## config.mk

```make
export PLATFORM = sky130hd
export DESIGN_NAME = acl_range_clear
export DESIGN_NICKNAME = d
export VERILOG_FILES = /design/src/rtl/acl_clr_pkg.sv /design/src/rtl/acl_clr_lookup_en.sv /design/src/rtl/acl_clr_blk_map.sv /design/src/rtl/acl_clr_fsm.sv /design/src/rtl/acl_range_clear.sv
export SDC_FILE = /design/constraint.sdc
export NUM_CORES = 1
export LEC_CHECK = 0
export CORE_MARGIN = 2
export CORE_UTILIZATION = 41
export CTS_BUF_LIST = sky130_fd_sc_hd__clkbuf_4 sky130_fd_sc_hd__clkbuf_8 sky130_fd_sc_hd__clkbuf_16
export CTS_CLUSTER_DIAMETER = 30
export CTS_CLUSTER_SIZE = 14
export DETAILED_ROUTE_END_ITERATION = 12
export HOLD_SLACK_MARGIN = 0.1
export PLACE_DENSITY = 0.95
export SYNTH_ARGS = -nofsm -noshare
export SYNTH_HDL_FRONTEND = slang
export SYNTH_SLANG_ARGS = --single-unit
```

## constraint.sdc

```tcl
create_clock -name clk -period 2.66 [get_ports clk]
set_input_delay 0.798 -clock clk [delete_from_list [all_inputs] [get_ports clk]]
set_output_delay 0.798 -clock clk [all_outputs]
set_load 0.05 [all_outputs]
```

## src/rtl/acl_clr_pkg.sv

```systemverilog
package acl_clr_pkg;

    typedef enum logic [1:0] {
        ST_IDLE  = 2'd0,
        ST_SWEEP = 2'd1,
        ST_EMPTY = 2'd2
    } clr_state_e;

    // Command word positions that software depends on
    localparam int unsigned CMD_W     = 32;
    localparam int unsigned EXEC_BIT  = 0;
    localparam int unsigned START_LSB = 1;
    localparam int unsigned END_LSB   = 12;

endpackage

```

## src/rtl/acl_clr_lookup_en.sv

```systemverilog
module acl_clr_lookup_en #(
    parameter int unsigned NUM_BLOCKS = 8
) (
    input  logic                  clk,
    input  logic                  rst_n,
    input  logic                  wr,
    input  logic [NUM_BLOCKS-1:0] wdata,
    output logic [NUM_BLOCKS-1:0] en
);

    always_ff @(posedge clk or negedge rst_n) begin
        if (!rst_n)
            en <= '0;
        else if (wr)
            en <= wdata;
    end

    // only an explicit write moves the enables
    assert_lut_hold_R10: assert property (@(posedge clk) disable iff (!rst_n)
        !wr |=> $stable(en));

endmodule

```

## src/rtl/acl_clr_blk_map.sv

```systemverilog
module acl_clr_blk_map #(
    parameter int unsigned IDX_W      = 10,
    parameter int unsigned BLK_W      = 3,
    parameter int unsigned BLOCK_SIZE = 128
) (
    input  logic [IDX_W-1:0] idx,
    output logic [BLK_W-1:0] blk
);

    localparam int unsigned BS_LOG = $clog2(BLOCK_SIZE);

    generate
        if ((1 << BS_LOG) == BLOCK_SIZE) begin : g_shift
            logic [IDX_W-1:0] shifted;
            assign shifted = idx >> BS_LOG;
            assign blk     = shifted[BLK_W-1:0];
        end else begin : g_divide
            assign blk = BLK_W'(idx / IDX_W'(BLOCK_SIZE));
        end
    endgenerate

endmodule

```

## src/rtl/acl_clr_fsm.sv

```systemverilog
module acl_clr_fsm
    import acl_clr_pkg::*;
#(
    parameter int unsigned IDX_W = 10,
    parameter int unsigned TOTAL = 1024
) (
    input  logic             clk,
    input  logic             rst_n,
    input  logic             cmd_wr,
    input  logic [CMD_W-1:0] cmd_wdata,
    output logic             busy,
    output logic [IDX_W-1:0] rng_start,
    output logic [IDX_W-1:0] rng_end,
    output logic             mem_we,
    output logic [IDX_W-1:0] mem_addr
);

    clr_state_e       state, state_nxt;
    logic [IDX_W-1:0] ptr;
    logic [IDX_W-1:0] wr_start, wr_end;
    logic             accept, go, armed;
    logic             unused_cmd;

    assign wr_start   = cmd_wdata[START_LSB +: IDX_W];
    assign wr_end     = cmd_wdata[END_LSB +: IDX_W];
    assign accept     = cmd_wr && (state == ST_IDLE);
    assign go         = accept && cmd_wdata[EXEC_BIT];
    assign unused_cmd = ^cmd_wdata;

    // state register
    always_ff @(posedge clk or negedge rst_n) begin
        if (!rst_n)
            state <= ST_SWEEP;
        else
            state <= state_nxt;
    end

    always_comb begin
        state_nxt = state;
        unique case (state)
            ST_IDLE:  if (go) state_nxt = (wr_end < wr_start) ? ST_EMPTY : ST_SWEEP;
            ST_SWEEP: if (ptr == rng_end) state_nxt = ST_IDLE;
            ST_EMPTY: state_nxt = ST_IDLE;
            default:  state_nxt = ST_IDLE;
        endcase
    end

    // range fields and sweep pointer
    always_ff @(posedge clk or negedge rst_n) begin
        if (!rst_n) begin
            rng_start <= '0;
            rng_end   <= IDX_W'(TOTAL - 1);
            ptr       <= '0;
        end else if (accept) begin
            rng_start <= wr_start;
            rng_end   <= wr_end;
            ptr       <= wr_start;
        end else if (state == ST_SWEEP && ptr != rng_end) begin
            ptr <= ptr + 1'b1;
        end
    end

    // outputs
    always_comb begin
        busy     = (state != ST_IDLE);
        mem_we   = (state == ST_SWEEP);
        mem_addr = ptr;
    end

    always_ff @(posedge clk or negedge rst_n) begin
        if (!rst_n) armed <= 1'b0;
        else        armed <= 1'b1;
    end

    assert_busy_locks_range_R7: assert property (@(posedge clk) disable iff (!rst_n)
        (armed && busy && $past(busy)) |-> ($stable(rng_start) && $stable(rng_end)));

    assert_ascending_R3: assert property (@(posedge clk) disable iff (!rst_n)
        (armed && mem_we && $past(mem_we)) |-> (mem_addr - $past(mem_addr) == IDX_W'(1)));

    assert_stop_at_last_R4: assert property (@(posedge clk) disable iff (!rst_n)
        (armed && $fell(mem_we)) |-> ($past(mem_addr) == $past(rng_end)));

    assert_empty_one_cycle_R6: assert property (@(posedge clk) disable iff (!rst_n)
        (state == ST_EMPTY) |=> (state == ST_IDLE));

endmodule

```

## src/rtl/acl_range_clear.sv

```systemverilog
module acl_range_clear
    import acl_clr_pkg::*;
#(
    parameter int unsigned NUM_BLOCKS = 8,
    parameter int unsigned BLOCK_SIZE = 128,
    parameter int unsigned ENTRY_W    = 64,
    parameter int unsigned IDX_W      = $clog2(NUM_BLOCKS * BLOCK_SIZE),
    parameter int unsigned BLK_W      = (NUM_BLOCKS > 1) ? $clog2(NUM_BLOCKS) : 1
) (
    input  logic                  clk,
    input  logic                  rst_n,
    input  logic                  cmd_wr,
    input  logic [31:0]           cmd_wdata,
    output logic [31:0]           cmd_rdata,
    input  logic                  lut_wr,
    input  logic [NUM_BLOCKS-1:0] lut_wdata,
    output logic [NUM_BLOCKS-1:0] lut_en,
    output logic                  mem_we,
    output logic [IDX_W-1:0]      mem_addr,
    output logic [BLK_W-1:0]      mem_blk,
    output logic [ENTRY_W-1:0]    mem_wdata
);

    localparam int unsigned TOTAL = NUM_BLOCKS * BLOCK_SIZE;

    logic             busy;
    logic [IDX_W-1:0] rng_start, rng_end;

    acl_clr_fsm #(.IDX_W(IDX_W), .TOTAL(TOTAL)) u_fsm (
        .clk       (clk),
        .rst_n     (rst_n),
        .cmd_wr    (cmd_wr),
        .cmd_wdata (cmd_wdata),
        .busy      (busy),
        .rng_start (rng_start),
        .rng_end   (rng_end),
        .mem_we    (mem_we),
        .mem_addr  (mem_addr)
    );

    acl_clr_blk_map #(.IDX_W(IDX_W), .BLK_W(BLK_W), .BLOCK_SIZE(BLOCK_SIZE)) u_blk (
        .idx (mem_addr),
        .blk (mem_blk)
    );

    acl_clr_lookup_en #(.NUM_BLOCKS(NUM_BLOCKS)) u_lut (
        .clk   (clk),
        .rst_n (rst_n),
        .wr    (lut_wr),
        .wdata (lut_wdata),
        .en    (lut_en)
    );

    always_comb begin
        cmd_rdata                       = '0;
        cmd_rdata[EXEC_BIT]             = busy;
        cmd_rdata[START_LSB +: IDX_W]   = rng_start;
        cmd_rdata[END_LSB +: IDX_W]     = rng_end;
    end

    assign mem_wdata = '0;

endmodule

```

# Word level (Yosys, flattened, before mapping)
# Cells that the tools add are included.
[totals]
ff_bits = 40
in_bits = 44
output_inout_bits = 118
elab_cells = 25
[op_classes]
add_sub_neg = 1
magnitude_cmp = 1
n_eq_ne = 5
muxes = 6
n_reduce_logical = 7
[op_table]
columns = ["op", "n"]
rows = [
  ["$mux W10", 2],
  ["$add A10 B1 Y10 const B", 1],
  ["$eq A10 B10 Y1", 1],
  ["$lt A10 B10 Y1", 1],
  ["$ne A10 B10 Y1", 1],
  ["$mux W2", 3],
  ["$ne A2 B1 Y1 const B", 2],
  ["$pmux W2 S2", 1],
  ["$reduce_bool A2 Y1", 2],
  ["$logic_and A1 B1 Y1", 3],
  ["$eq A2 B1 Y1 const B", 1],
  ["$logic_not A2 Y1", 1],
  ["$reduce_and A2 Y1", 1],
]

# Depth between registers and ports, before layout
[depth]
ltp_word = 5
ltp_mapped = 7
depth_no_buf = 7

# By module
# From an unflattened synthesis, not the netlist that was laid out.
[hier_totals]
cells_unflattened = 288
area_unflattened_um2 = 2650.0
[by_module_without_submodules]
columns = ["module", "n_inst", "cells_each", "area_per_inst_um2", "seq_area_each_um2"]
rows = [
  ["acl_clr_fsm", 1, 191, 1721.7, 814.5],
  ["acl_range_clear", 1, 77, 574.3, 0.0],
  ["acl_clr_lookup_en", 1, 17, 331.6, 200.2],
  ["acl_clr_blk_map", 1, 3, 22.5, 0.0],
]

# Worst setup path after synthesis
# OpenSTA, ideal clock, no wires.
[synth_timing]
path_type = "reg2reg"
startpoint = "register u_fsm.state[0]"
endpoint = "register u_fsm.ptr[6] (netlist: u_fsm.mem_addr[6])"
setup_ns = 0.126
t_arrival_ns = 2.145
required_time_ns = 2.534
setup_slack_ns = 0.388
stages_incl_launch_ff = 6
period_less_slack_ns = 2.272
cell_sequence = "dfstp_2 -> nor2b_1 -> and2_1 -> and3_1 -> a211oi_1 -> a311o_1"
[synth_via]
elab_chain_len = 3
elab_cells_between_ends = 6
cone_classes = "1 x eq/ne; 1 x mux; 4 x reduce/logical"
[synth_lines]
columns = ["item", "line", "rtl"]
rows = [
  ["start, declared", "acl_clr_fsm.sv:18", "clr_state_e state, state_nxt;"],
  ["start signal, assigned", "acl_clr_fsm.sv:35", "state <= state_nxt;"],
  ["$eq A2 B1 Y1", "--", ""],
  ["named net mem_we", "acl_range_clear.sv:18", "output logic mem_we,"],
  ["$logic_and A1 B1 Y1", "acl_clr_fsm.sv:58", "end else if (state == ST_SWEEP && ptr != rng_end) begin"],
  ["$reduce_bool A2 Y1 (no source line)", "--", ""],
  ["end signal, assigned", "acl_clr_fsm.sv:57", "ptr <= wr_start;"],
  ["end signal, assigned", "acl_clr_fsm.sv:59", "ptr <= ptr + 1'b1;"],
  ["end, declared", "acl_clr_fsm.sv:19", "logic [IDX_W-1:0] ptr;"],
]
# The timed path passes the listed nets, and every way through them passes these cells.
# A chain may end at the register's enable or synchronous reset.

# Final worst setup path
[layout_timing]
startpoint = "register u_fsm.state[0]"
endpoint = "output cmd_rdata[0]"
[layout_via]
elab_chain_len = 1
[layout_lines]
columns = ["item", "line", "rtl"]
rows = [
  ["$reduce_bool A2 Y1", "acl_clr_fsm.sv:65", "busy = (state != ST_IDLE);"],
  ["end, declared", "acl_range_clear.sv:14", "output logic [31:0] cmd_rdata,"],
]
# Every way passes these cells.

==> metrics.txt <==
crit-path leading delay family buffers and inverters; total power 4.331 mW; port bufs 75; WP buf/inv 2; Post-CTS Resized 0; total track usage 16.48%; vias 2079; number of cells after detailed placement 437; first-pass GRT wire length 9432 um; CTS tree yes; layout cells sized above 1 9.239%; most frequent cell after synthesis buf_4; Final nets 421; wire per inst 14.01 um; period utilization 95.27%; endpoint class of the critical path primary output; final core utilization 52.14%; vias per inst 4.672; area grow syn2layout 23.58%; sequential fraction of the synthesis area 38.09%; Die W 84.61 um; Final Non-Filler Cells 445; number of H-tree levels 2; clock-pin slew on the worst setup and hold paths 80 ps; CTS Sinks 40; Startpoint Class flip-flop; Initial Util 42.19%; synthesized flop and latch total 40; Max-cap violations 0; number of global-route vias before repair 1904; Ant. Diodes 0; GR Util met1 19.25%; Post-Route WL 6234 um; grt met2 use 28.85%; Max Buffers Root-to-Sink 2; Clock Skews 8.111 ps; WHS 479.5 ps; post-CTS setup buffers 0; 1st-iter DRT viols 195; Avg Inst Size Synth 8.999 um^2; Core ar. 0.006314 mm^2; largest net degree at the start of global routing 41; GRT busiest layer met2; critical path peak fanout 3; root cell of the clock tree clkbuf_8; drt pass-1 iters 5; Post-synth ARST share 100.0%; I/O pins 162; RSZ-0062 raised after global routing no; min Tclk post-route 2534 ps; worst slack, placed -194.2 ps; DRC Markers 0; EDFF count, synth 0; synth unique cells 39; Synth Cell Area 0.002664 mm^2; max frequency 0.3946 GHz; final hold viol count 0; Worst Tran Pin Value 981.6 ps; met3 Use GR 4.916%; placement-stage cell area 0.003164 mm^2; setup TNS 0 ps; share of the synthesized area in the top cell type 27.24%; Max transition margin 34.25%; die area 0.007158 mm^2; Critical Path AT 1740 ps; Worst Path Required 1860 ps; top cells by area, synth dfrtp_1 (27%), buf_4 (22%), dfstp_2 (11%), nand2_1 (9.6%), ha_1 (4.7%); # hold bufs at CTS 0; Die Y-Extent 84.61 um; Post-DRT Antenna Nets 0; clk_lat worst skew 300 ps; gr ovfl total 0; cells after synthesis 296; run status finished, final reports clean; YS warnings 0; final instance area 0.003292 mm^2; Detail Placement HPWL 4863 um; Site Rows 29; CP Cell Sequence nor2_1, inv_1, clkdlybuf4s50_1; P_leak 1.656 nW; min setup slack post-route 125.9 ps; peak supply drop 0.6212 mV; critical path class flip-flop to primary output; slowest stage cell, crit path clkdlybuf4s50_1; Worst path max stage delay 800 ps; ys flop type dfrtp_1; fin. max-slew vios 0; antenna violations before repair 0; top post-synthesis cells by count buf_4 (79), nand2_1 (68), dfrtp_1 (29), inv_1 (16), dfstp_2 (11); Placer Congestion 0.8171; leading area contributor after synthesis dfrtp_1; setup violators final 0; Num CTS Buffers 5; min-delay worst type flip-flop to flip-flop; P per Cell Area 1316 mW/mm^2
routing by layer:
metal | part of all wire [%] | vias up
met5 | 0 | -
met3 | 9.9 | 20
li1 | - | 946
met4 | 2.7 | 0
met2 | 49 | 142
met1 | 38 | 971
final timing paths:
kind,start,end,slack (ps),cells after the start
worst max-delay path,u_fsm.state[0],cmd_rdata[0],130,3
worst min-delay path,u_fsm.rng_start[3],u_fsm.rng_start[3],480,2
worst max register to register,u_fsm.rng_end[8],u_fsm.mem_addr[6],160,5
worst min register to register,u_fsm.rng_start[3],u_fsm.rng_start[3],480,2
max in group asynchronous,rst_n,u_fsm.rng_start[9],1500,1
min in group asynchronous,rst_n,u_fsm.rng_start[4],620,1
worst reg2reg max path: cells and delay by family, from the launching register on:
family / cells / cell delay, ps
compound gates: 3 / 1410
xor+xnor: 1 / 300
flops: 1 / 550
simple gates: 1 / 130
area by class of cell:
type | instances | area (um^2)
clock buffers | 6 | 82.58
inverters | 16 | 60.06
flip-flops and latches | 40 | 1015
repair buffers | 77 | 758.2
multi-input cells | 227 | 1241
clock inverters | 2 | 38.79
fillers | 560 | 3022
well taps | 77 | 96.34
state kept, by name (all words and copies together) (netlist names):
signal,count
u_fsm.state,2
u_fsm.mem_addr,10
u_lut.en,8
u_fsm.rng_start,10
u_fsm.rng_end,10
where the power goes:
| part | internal (mW) | switching (mW) | leakage, nW | total, mW |
|---|---|---|---|---|
| Combinational | 0.792 | 1.83 | 1.13 | 2.62 |
| Sequential | 0.911 | 0.268 | 0.467 | 1.18 |
| Clock | 0.307 | 0.221 | 0.0614 | 0.527 |
| Total | 2.01 | 2.32 | 1.66 | 4.33 |
cell families (layout without fill, tap and decap cells):
group	Yosys count	in the layout	share of synthesized area [%]
flip-flops	40	40	38.09
buffers and inverters	103	101	25.97
adder cells (fa/ha/maj)	10	10	4.697
XOR/XNOR	13	13	4.274
AO/OA/AOI/OAI	27	27	7.093
AND/OR/NAND/NOR	93	93	15.97
multiplexers	9	9	3.758
other	1	75	0.1408
placed cells by master (no fill, tap or decap), types with 5 or more instances in the layout:
cell	synthesis	layout
a21o_1	5	5
a31oi_1	5	5
clkbuf_8	0	6
clkdlybuf4s50_1	0	73
conb_1	1	75
dfrtp_1	29	29
dfstp_2	11	11
ha_1	10	10
inv_1	16	16
mux2_2	8	8
nand2_1	68	68
nand3_1	5	5
xor2_1	10	10
Power figures use the tool's default switching activity.
